## src/rtl/duo_serial_pkg.sv

```systemverilog
package duo_serial_pkg;
  localparam int NLANE = 2;
  localparam logic [11:0] OFF_STAT    = 12'h40C;
  localparam logic [11:0] OFF_CMD     = 12'h414;
  localparam logic [11:0] OFF_HOLD    = 12'h41C;
  localparam logic [11:0] OFF_IRQREG  = 12'h42C;
  localparam logic [11:0] LANE_STRIDE = 12'h040;

  localparam int ST_RX     = 0;
  localparam int ST_TX     = 2;
  localparam int CMD_FLUSH = 3;

  localparam int IS_TXA = 0;
  localparam int IS_RXA = 1;
  localparam int IS_TXB = 4;
  localparam int IS_RXB = 5;

  function automatic logic [11:0] lane_addr(logic [11:0] base, int lane);
    return base + 12'(lane) * LANE_STRIDE;
  endfunction

  function automatic logic [7:0] status_byte(logic full);
    logic [7:0] b;
    b = '0;
    b[ST_RX] = full;
    b[ST_TX] = 1'b1;
    return b;
  endfunction
endpackage

```

## src/rtl/serial_lane.sv

```systemverilog
module serial_lane
  import duo_serial_pkg::*;
#(
  parameter int DATA_W = 8
) (
  input  logic              clk,
  input  logic              rst_n,
  input  logic              rx_stb,
  input  logic [DATA_W-1:0] rx_data,
  input  logic              hold_rd,
  input  logic              hold_wr,
  input  logic              cmd_wr,
  input  logic [DATA_W-1:0] wdata,
  output logic              rx_full,
  output logic [DATA_W-1:0] rx_buf,
  output logic              tx_stb,
  output logic [DATA_W-1:0] tx_data,
  output logic              flush
);
  always_ff @(posedge clk or negedge rst_n) begin
    if (!rst_n) begin
      rx_full <= 1'b0;
      rx_buf  <= '0;
      tx_stb  <= 1'b0;
      tx_data <= '0;
      flush   <= 1'b0;
    end else begin
      if (rx_stb) begin
        rx_full <= 1'b1;
        rx_buf  <= rx_data;
      end else if (hold_rd) begin
        rx_full <= 1'b0;
      end
      tx_stb <= hold_wr;
      if (hold_wr) tx_data <= wdata;
      flush <= cmd_wr && wdata[CMD_FLUSH];
    end
  end


  flush_src_chk: assert property (@(posedge clk) disable iff (!rst_n)
    flush |-> $past(cmd_wr && wdata[CMD_FLUSH]));

  rx_drop_chk: assert property (@(posedge clk) disable iff (!rst_n)
    (hold_rd && !rx_stb) |=> !rx_full);

  tx_emit_chk: assert property (@(posedge clk) disable iff (!rst_n)
    hold_wr |=> (tx_stb && tx_data == $past(wdata)));
endmodule

```

## src/rtl/irq_hub.sv

```systemverilog
module irq_hub
  import duo_serial_pkg::*;
#(
  parameter int DATA_W   = 8,
  parameter int TICK_DIV = 2
) (
  input  logic              clk,
  input  logic              rst_n,
  input  logic              tick,
  input  logic [NLANE-1:0]  arrive,
  input  logic [NLANE-1:0]  hold_rd,
  input  logic              hold_wr_any,
  input  logic              mask_wr,
  input  logic [DATA_W-1:0] wdata,
  input  logic              stat_a_rd,
  output logic [DATA_W-1:0] isr,
  output logic [DATA_W-1:0] imr,
  output logic              irq
);
  localparam int CW = $clog2(TICK_DIV + 1);

  logic [CW-1:0]     tcnt;
  logic              tick_fire;
  logic [DATA_W-1:0] set_bits, clr_bits;

  assign tick_fire = tick && (tcnt == CW'(TICK_DIV - 1));

  always_comb begin
    set_bits = '0;
    set_bits[IS_RXA] = arrive[0] && imr[IS_RXA];
    set_bits[IS_RXB] = arrive[1] && imr[IS_RXB];
    if (tick_fire && (imr[IS_TXA] || imr[IS_TXB])) begin
      set_bits[IS_TXA] = 1'b1;
      set_bits[IS_TXB] = 1'b1;
    end
    clr_bits = '0;
    clr_bits[IS_TXA] = hold_wr_any;
    clr_bits[IS_RXA] = hold_rd[0];
    clr_bits[IS_RXB] = hold_rd[1];
  end

  always_ff @(posedge clk or negedge rst_n) begin
    if (!rst_n) begin
      tcnt <= '0;
      isr  <= '0;
      imr  <= '0;
      irq  <= 1'b0;
    end else begin
      if (tick) tcnt <= tick_fire ? '0 : tcnt + 1'b1;
      isr <= (isr & ~clr_bits) | set_bits;
      if (mask_wr) imr <= wdata;
      if (set_bits != '0) irq <= 1'b1;
      else if (stat_a_rd) irq <= 1'b0;
    end
  end


  tick_window_chk: assert property (@(posedge clk) disable iff (!rst_n)
    tcnt < CW'(TICK_DIV));

  stat_clear_chk: assert property (@(posedge clk) disable iff (!rst_n)
    (stat_a_rd && set_bits == '0) |=> !irq);

  irq_cause_chk: assert property (@(posedge clk) disable iff (!rst_n)
    $rose(irq) |-> $past(set_bits != '0));

  rx_mask_chk: assert property (@(posedge clk) disable iff (!rst_n)
    $rose(isr[IS_RXA]) |-> $past(imr[IS_RXA] && arrive[0]));
endmodule

```

## src/rtl/duo_serial_irq.sv

```systemverilog
module duo_serial_irq
  import duo_serial_pkg::*;
#(
  parameter int ADDR_W   = 12,
  parameter int DATA_W   = 8,
  parameter int TICK_DIV = 2
) (
  input  logic              clk,
  input  logic              rst_n,
  input  logic              reg_en,
  input  logic              reg_wr,
  input  logic [ADDR_W-1:0] reg_addr,
  input  logic [DATA_W-1:0] reg_wdata,
  output logic [DATA_W-1:0] reg_rdata,
  input  logic              rx_stb_a,
  input  logic [DATA_W-1:0] rx_data_a,
  input  logic              rx_stb_b,
  input  logic [DATA_W-1:0] rx_data_b,
  input  logic              tick,
  output logic              irq,
  output logic              tx_stb_a,
  output logic [DATA_W-1:0] tx_data_a,
  output logic              tx_stb_b,
  output logic [DATA_W-1:0] tx_data_b,
  output logic              flush_a,
  output logic              flush_b
);
  logic [NLANE-1:0]             stat_hit, cmd_hit, hold_hit;
  logic [NLANE-1:0]             lane_rx_stb, lane_full, lane_tx_stb, lane_flush;
  logic [NLANE-1:0][DATA_W-1:0] lane_rx_data, lane_buf, lane_tx_data;
  logic [NLANE-1:0]             hold_rd, hold_wr, cmd_wr;
  logic                         irq_hit, mask_wr, rd_cyc;
  logic [DATA_W-1:0]            isr, imr, rd_next;

  assign lane_rx_stb  = {rx_stb_b, rx_stb_a};
  assign lane_rx_data = {rx_data_b, rx_data_a};
  assign irq_hit = reg_en && (reg_addr == ADDR_W'(OFF_IRQREG));
  assign mask_wr = irq_hit && reg_wr;
  assign rd_cyc  = reg_en && !reg_wr;

  for (genvar i = 0; i < NLANE; i++) begin : g_lane
    assign stat_hit[i] = reg_en && (reg_addr == ADDR_W'(lane_addr(OFF_STAT, i)));
    assign cmd_hit[i]  = reg_en && (reg_addr == ADDR_W'(lane_addr(OFF_CMD, i)));
    assign hold_hit[i] = reg_en && (reg_addr == ADDR_W'(lane_addr(OFF_HOLD, i)));
    assign hold_rd[i]  = hold_hit[i] && !reg_wr;
    assign hold_wr[i]  = hold_hit[i] && reg_wr;
    assign cmd_wr[i]   = cmd_hit[i] && reg_wr;

    serial_lane #(.DATA_W(DATA_W)) u_lane (
      .clk(clk), .rst_n(rst_n),
      .rx_stb(lane_rx_stb[i]), .rx_data(lane_rx_data[i]),
      .hold_rd(hold_rd[i]), .hold_wr(hold_wr[i]), .cmd_wr(cmd_wr[i]),
      .wdata(reg_wdata),
      .rx_full(lane_full[i]), .rx_buf(lane_buf[i]),
      .tx_stb(lane_tx_stb[i]), .tx_data(lane_tx_data[i]),
      .flush(lane_flush[i])
    );
  end

  irq_hub #(.DATA_W(DATA_W), .TICK_DIV(TICK_DIV)) u_hub (
    .clk(clk), .rst_n(rst_n), .tick(tick),
    .arrive(lane_rx_stb), .hold_rd(hold_rd),
    .hold_wr_any(|hold_wr), .mask_wr(mask_wr), .wdata(reg_wdata),
    .stat_a_rd(stat_hit[0] && !reg_wr),
    .isr(isr), .imr(imr), .irq(irq)
  );

  always_comb begin
    rd_next = '0;
    if (rd_cyc) begin
      if (irq_hit) rd_next = isr;
      for (int i = 0; i < NLANE; i++) begin
        if (stat_hit[i]) rd_next = DATA_W'(status_byte(lane_full[i]));
        if (hold_hit[i]) rd_next = lane_buf[i];
      end
    end
  end

  always_ff @(posedge clk or negedge rst_n) begin
    if (!rst_n) reg_rdata <= '0;
    else        reg_rdata <= rd_next;
  end

  assign tx_stb_a  = lane_tx_stb[0];
  assign tx_stb_b  = lane_tx_stb[1];
  assign tx_data_a = lane_tx_data[0];
  assign tx_data_b = lane_tx_data[1];
  assign flush_a   = lane_flush[0];
  assign flush_b   = lane_flush[1];


  rdata_idle_chk: assert property (@(posedge clk) disable iff (!rst_n)
    !rd_cyc |=> reg_rdata == '0);

  stat_tx_bit_chk: assert property (@(posedge clk) disable iff (!rst_n)
    (rd_cyc && |stat_hit) |=> reg_rdata[ST_TX]);

  unmapped_chk: assert property (@(posedge clk) disable iff (!rst_n)
    (rd_cyc && !irq_hit && stat_hit == '0 && hold_hit == '0) |=> reg_rdata == '0);
endmodule

```

## config.mk

```make
export PLATFORM = sky130hd
export DESIGN_NAME = duo_serial_irq
export DESIGN_NICKNAME = d
export VERILOG_FILES = /design/src/rtl/duo_serial_pkg.sv /design/src/rtl/serial_lane.sv /design/src/rtl/irq_hub.sv /design/src/rtl/duo_serial_irq.sv
export SDC_FILE = /design/constraint.sdc
export NUM_CORES = 1
export LEC_CHECK = 0
export ABC_AREA = 1
export BUFFER_PORTS_ARGS = -buffer_cell sky130_fd_sc_hd__clkbuf_2
export CAP_MARGIN = 25
export CORE_UTILIZATION = 39
export CTS_CLUSTER_DIAMETER = 60
export CTS_CLUSTER_SIZE = 10
export DETAILED_ROUTE_END_ITERATION = 16
export PLACE_DENSITY_LB_ADDON = 0.1
export SETUP_SLACK_MARGIN = 0.05
export SYNTH_ARGS = -nofsm -noshare
export SYNTH_HDL_FRONTEND = slang
export SYNTH_SLANG_ARGS = --single-unit
```

## constraint.sdc

```tcl
create_clock -name clk -period 1 [get_ports clk]
set_input_delay 0.1 -clock clk [delete_from_list [all_inputs] [get_ports clk]]
set_output_delay 0.1 -clock clk [all_outputs]
set_load 0.05 [all_outputs]
```

==> results.md, run 1 <==
- Initial DRC Count: 66
- Initial antenna violation count: 0
- Yosys Warn Count: 0
- Synthesis-stage register bit count: 57
- Post-synthesis cell area: 0.00259 mm²
- Failing checks: negative setup slack
- CTS tree: built
- Floorplan row count: 29
- Register clock-pin slew on the reported worst setup and hold paths: 60 ps
- Port Buffers: 71
- Vias in the first global route: 2201
- TNS Setup: -60.9 ps
- Fin nets: 460
- Dominant synthesized flop cell: dfrtp_1
- Antenna diodes: 0
- Worst IR Drop VDD: 0.000973 V
- Hold Path Class: input port to flop
- Crit path time final: 1010 ps
- First-pass GRT wire length: 10300 µm
- DIE HEIGHT: 83.5 µm
- Multi-input gate area: 0.00105 mm²
- GR Util met2: 0.300
- Crit start category: flop
- Crit Path Category: flop to output port
- LEAKAGE: 2.12 nW
- RePlAce Congestion: 0.847
- Hold path startpoint: reg_wdata[0]
- Clock net sink count: 57
- Cell area power density: 1230 mW/mm²
- Fill count: 493
- Avg WL per Cell: 13.3 µm
- Most common library cell in the layout ignoring fill and taps: dfrtp_1
- Post-DP HPWL: 3950 µm
- Final worst slack: -14.8 ps
- Share of cells above drive strength 1: 0.414
- Unrepaired setup endpoints after global routing: yes
- Synthesis-to-layout area growth: 64.9%
- Critical Path AT: 910 ps
- Slowest cell on crit path: dfrtp_1
- Achievable Freq: 985 MHz
- Skew-Pair Late Insertion Delay: 340 ps
- Worst R2R Setup Slack: 100 ps
- Most frequent cells in the layout: dfrtp_1, nand2_1, inv_1
- Largest net degree at the start of global routing: 58
- Worst path bufs/invs: 1
- Crit path max-delay family: flip-flops
- Relative slew slack: 0.795
- Reg-to-Reg Start: u_hub.imr[0]
- Path depth of the worst reg2reg path: 3
- CP Cell Sequence: buf_8
- Vias after detailed routing: 2315
- Post-placement cell count: 441
- CTS HTree Levels: 3
- Total GRT Usage: 0.191
- Starting Density: 0.405
- CTS Buffer Depth: 2
- FF-to-FF End: u_hub.isr[4]
- Register area share after synthesis: 0.551
- CP Max Fanout: 2
- Final Skew: 3.34 ps
- Met1 GRT Util: 0.249
- Total core area: 0.00639 mm²
- Die W: 83.5 µm
- Worst slew pin tran: 308 ps
- Max-slew violations: 0
- Setup crit end kind: output port
- Grt ovf: 0
- WHS Endpoint: g_lane[1].u_lane.tx_data[0]
- Top Usage Layer GRT: met2
- Drt first pass iters: 4
- WP data required: 900 ps
- Synth unique cells: 32
- Final hold vios: 0
- Syn Area/Cell: 9.08 µm²
- FF/Latch Area: 0.00143 mm²
- CTS Buf Count: 9
- Fin crit share: 1.01
- Final Setup Violations: 8
- Post-synth EDFFs: 0
- Synth Instances: 285
- Post-DRT Antenna Nets: 0
- Clock Tree Root: clkbuf_8
- Largest stage delay on the critical path: 410 ps
- Finished Layout Cells: 497
- DR vias/cell: 4.66
- Syn nets: 328
- Max Cap Viol: 0
- Ports: 72
- Ys async rst share: 1.00
- Hold depth: 3
- Full die area: 0.00697 mm²
- Drc violations: 0
- Met3 Use GR: 0.0613
- Final wirelength: 6620 µm
- Status: finished, violations left
-- per-layer routing --
layer,vias to the layer above,wire length (µm)
met5,-,0
met4,0,92
met3,8,304
met2,59,3240
met1,1079,2990
li1,1169,-
-- synth_stat cells, types with 3 or more instances --
| cell type | instances | area share |
|---|---|---|
| nand2_1 | 64 | 0.093 |
| o22ai_1 | 3 | 0.0073 |
| dfrtp_1 | 57 | 0.55 |
| nand3_1 | 10 | 0.019 |
| nor2_2 | 3 | 0.0073 |
| nand4_1 | 11 | 0.027 |
| o21ai_0 | 17 | 0.033 |
| nor2_1 | 10 | 0.015 |
| a21oi_1 | 4 | 0.0077 |
| inv_1 | 55 | 0.080 |
| inv_2 | 3 | 0.0043 |
| buf_6 | 3 | 0.013 |
| o21ai_1 | 17 | 0.033 |
| mux2_2 | 4 | 0.017 |
-- per-stage QoR --
step                area [µm²]  hold slack [ps]  utilization  setup WS, ps  power, mW
finish                    4270             8.26        0.668         -14.8       5.24
global route              4270             17.0        0.668         -48.5       5.44
CTS                       4030            0.649        0.631         -33.1       5.24
detailed placement        3160              132        0.495          -402       2.91
global placement          3160              137        0.495          -355       2.91
floorplan                 2610             -196            -          -123       2.67
-- state kept, by name, indices dropped and copies added (netlist names) --
signal / cells
g_lane.u_lane.flush: 2
g_lane.u_lane.rx_buf: 16
g_lane.u_lane.rx_full: 2
g_lane.u_lane.tx_data: 16
g_lane.u_lane.tx_stb: 2
reg_rdata: 8
u_hub.imr: 4
u_hub.irq: 1
u_hub.isr: 4
u_hub.tcnt: 2
-- how the worst max path moves through the flow --
stage                           startpoint                          end  slack (ps)  cells past startpoint
2_1_floorplan                 reg_addr[10]  g_lane[1].u_lane.tx_data[1]        -120                      9
3_3_place_gp                  reg_addr[10]                 reg_rdata[1]        -360                     10
3_5_place_dp                  reg_addr[10]                 reg_rdata[7]        -400                     10
4_1_cts        g_lane[0].u_lane.tx_data[2]                 tx_data_a[2]         -30                      1
5_1_grt                        reg_addr[0]  g_lane[1].u_lane.tx_data[7]         -50                      9
6_report       g_lane[0].u_lane.tx_data[0]                 tx_data_a[0]         -10                      1
-- logic make-up after synthesis --
| logic type | share of synthesized area |
|---|---|
| xor gates and xnor gates | 0.00338 |
| and+or+nand+nor | 0.231 |
| muxes | 0.0174 |
| DFF | 0.551 |
| AOI/OAI and AO/OA | 0.0831 |
| buffers and inverters | 0.115 |
-- final cells by class --
class                      count  area share
inverter                      58      0.0528
tap                           77      0.0226
timing repair buffer         128       0.298
clock inverter                 4      0.0164
clock buffer                  10      0.0299
sequential                    57       0.334
multi-input combinational    163       0.246
-- power breakdown --
group | switching [mW] | internal, mW
clock | 0.867 | 1.37
sequential | 0.0488 | 2.40
combinational | 0.303 | 0.257
total | 1.22 | 4.02
-- timing repair --
action	in CTS	in global routing
endpoints found under the setup margin	41	61
cloned	3	2
hold buffers	23	0
pin swaps	9	26
gates resized for setup	75	64
hold endpoints to repair	82	0
setup buffers	8	7
(Power assumes the default switching activity.)
==> run 2, diff against run 1 <==
BUFFER_PORTS_ARGS = not set   (was -buffer_cell sky130_fd_sc_hd__clkbuf_2)
DONT_BUFFER_PORTS = 1   (was not set)
==> results.md, run 2 (synthesis results as in run 1) <==
- Setup crit end kind: output port
- Share of cells above drive strength 1: 0.255
- DIE HEIGHT: 83.5 µm
- Biggest regs: g_lane.u_lane.rx_buf (16), g_lane.u_lane.tx_data (16), reg_rdata (8)
- Crit start category: flop
- Reg-to-Reg Start: g_lane[0].u_lane.tx_data[6]
- Vias after detailed routing: 2119
- Critical path startpoint: g_lane[0].u_lane.tx_data[5]
- Post-DRT Antenna Nets: 0
- CP Cell Sequence: buf_6
- Multi-input gate area: 918 µm²
- Skew-Pair Late Insertion Delay: 330 ps
- CTS Hold Bufs: 34
- Hold Path Class: input port to asynchronous set/reset pin
- Fin nets: 411
- Slowest cell on crit path: dfrtp_1
- CTS HTree Levels: 3
- Floorplan row count: 29
- WHS: -545 ps
- Fill count: 589
- Status: finished, violations left
- LEAKAGE: 1.82 nW
- Cell area after layout: 0.00369 mm²
- Full die area: 0.00697 mm²
- Drc violations: 0
- Path depth of the worst reg2reg path: 6
- Worst path bufs/invs: 1
- CP Max Fanout: 2
- Max Cap Viol: 0
- WP data required: 900 ps
- Max-slew violations: 0
- DR vias/cell: 4.72
- Unrepaired setup endpoints after global routing: yes
- Total core area: 0.00639 mm²
- CTS Buf Count: 9
- First-pass GRT wire length: 10000 µm
- Clock Tree Root: clkbuf_8
- Most common library cell in the layout ignoring fill and taps: nand2_1
- Placed Area: 0.00293 mm²
- Antenna diodes: 0
- Initial antenna violation count: 0
- Fin crit share: 1.00
- CTS Buffer Depth: 2
- Crit Path Category: flop to output port
- Final Setup Violations: 1
- Setup crit end: tx_data_a[5]
- Most frequent cells in the layout: nand2_1, inv_1, dfrtp_1
- Ports: 72
- RePlAce Congestion: 0.845
- Worst IR Drop VDD: 0.000754 V
- Achievable Freq: 1000 MHz
- Synthesis-to-layout area growth: 42.6%
- Avg WL per Cell: 13.8 µm
- Initial DRC Count: 142
- Post-placement cell count: 391
- Largest net degree at the start of global routing: 58
- Final hold vios: 57
- Cell area power density: 1390 mW/mm²
- Total GRT Usage: 0.188
- Starting Density: 0.405
- Crit path time final: 1000 ps
- Stages on the worst setup path: 1
- Final worst slack: -0.293 ps
- FF-to-FF End: g_lane[0].u_lane.tx_data[6]
- CTS tree: built
- Drt first pass iters: 4
- Largest stage delay on the critical path: 400 ps
- Crit path max-delay family: flip-flops
- Die W: 83.5 µm
- Worst R2R Setup Slack: 40 ps
- FF/Latch Area: 0.00143 mm²
- Worst slew pin tran: 542 ps
- Clock net sink count: 57
- Grt ovf: 0
- Port Buffers: 0
- Finished Layout Cells: 449
- Register clock-pin slew on the reported worst setup and hold paths: 60 ps
- Final Skew: 7.02 ps
- Post-DP HPWL: 3870 µm
- Relative slew slack: 0.639
- Final wirelength: 6200 µm
- Vias in the first global route: 2086
- Failing checks: negative hold slack, negative setup slack
- Critical Path AT: 900 ps
-- run 2: changes by cell type in the layout (fill, tap and decap cells not counted), sizes merged --
cell	previous run	this run
clkbuf	50	13
buf	65	45
dlygate4sd3	23	30
dlymetal6s4s	0	4
nand3	16	14
nand4	13	15
bufinv	2	1
clkinv	2	1
-- run 2: worst min-delay path by stage --
stage / slack [ps] / endpoint
CTS: -560 / u_hub.tcnt[0]
global placement: -190 / g_lane[1].u_lane.flush
floorplan: -200 / g_lane[0].u_lane.flush
finish: -540 / g_lane[1].u_lane.flush
detailed placement: -190 / u_hub.tcnt[0]
global route: -580 / u_hub.tcnt[0]
-- run 2: repair_timing --
item	CTS	global route
setup endpoints to repair	29	58
pin swaps	0	5
gates cloned	0	2
setup buffers	1	6
resized for setup	29	7
endpoints found under the hold margin	108	57
-- run 2: where the power goes --
group          total, mW  leakage (nW)  switching (mW)  internal (mW)
logic              0.414          1.04           0.198          0.216
clock network       2.28         0.112           0.877           1.40
registers           2.44         0.674          0.0460           2.40
total               5.14          1.82            1.12           4.02
-- run 2: worst reg2reg max path, delay by kind of cell, from the launching register on --
family / cells / cell delay, ps
flip-flops: 1 / 400
AO/OA/AOI/OAI: 1 / 70
AND/OR/NAND/NOR: 1 / 40
buffers and inverters: 4 / 350
-- run 2: layout make-up --
cell class                      instances  area share
Sequential cell                        57       0.388
Tap cell                               77      0.0261
Multi-Input combinational cell        163       0.249
Clock buffer                           13      0.0485
Clock inverter                          2     0.00949
Inverter                               58      0.0610
Timing Repair Buffer                   79       0.219
-- run 2: per-stage QoR --
step / power [mW] / setup slack (ps) / TNS (ps) / util
CTS: 5.15 / -22.5 / -72.7 / 0.562
floorplan: 2.67 / -123 / -1730 / -
global placement: 2.71 / -271 / -5600 / 0.459
finish: 5.14 / -0.293 / -0.293 / 0.578
detailed placement: 2.71 / -302 / -6460 / 0.459
global route: 5.38 / -43.3 / -527 / 0.578
-- run 2: metal layers --
metal | routed length, µm | GRT usage | share of wire | vias to the layer above
li1 | - | - | - | 1068
met1 | 3080 | 0.258 | 0.50 | 990
met2 | 2820 | 0.279 | 0.45 | 55
met3 | 249 | 0.0673 | 0.040 | 6
met4 | 60 | 0.0601 | 0.0097 | 0
met5 | 0 | 0 | 0 | -
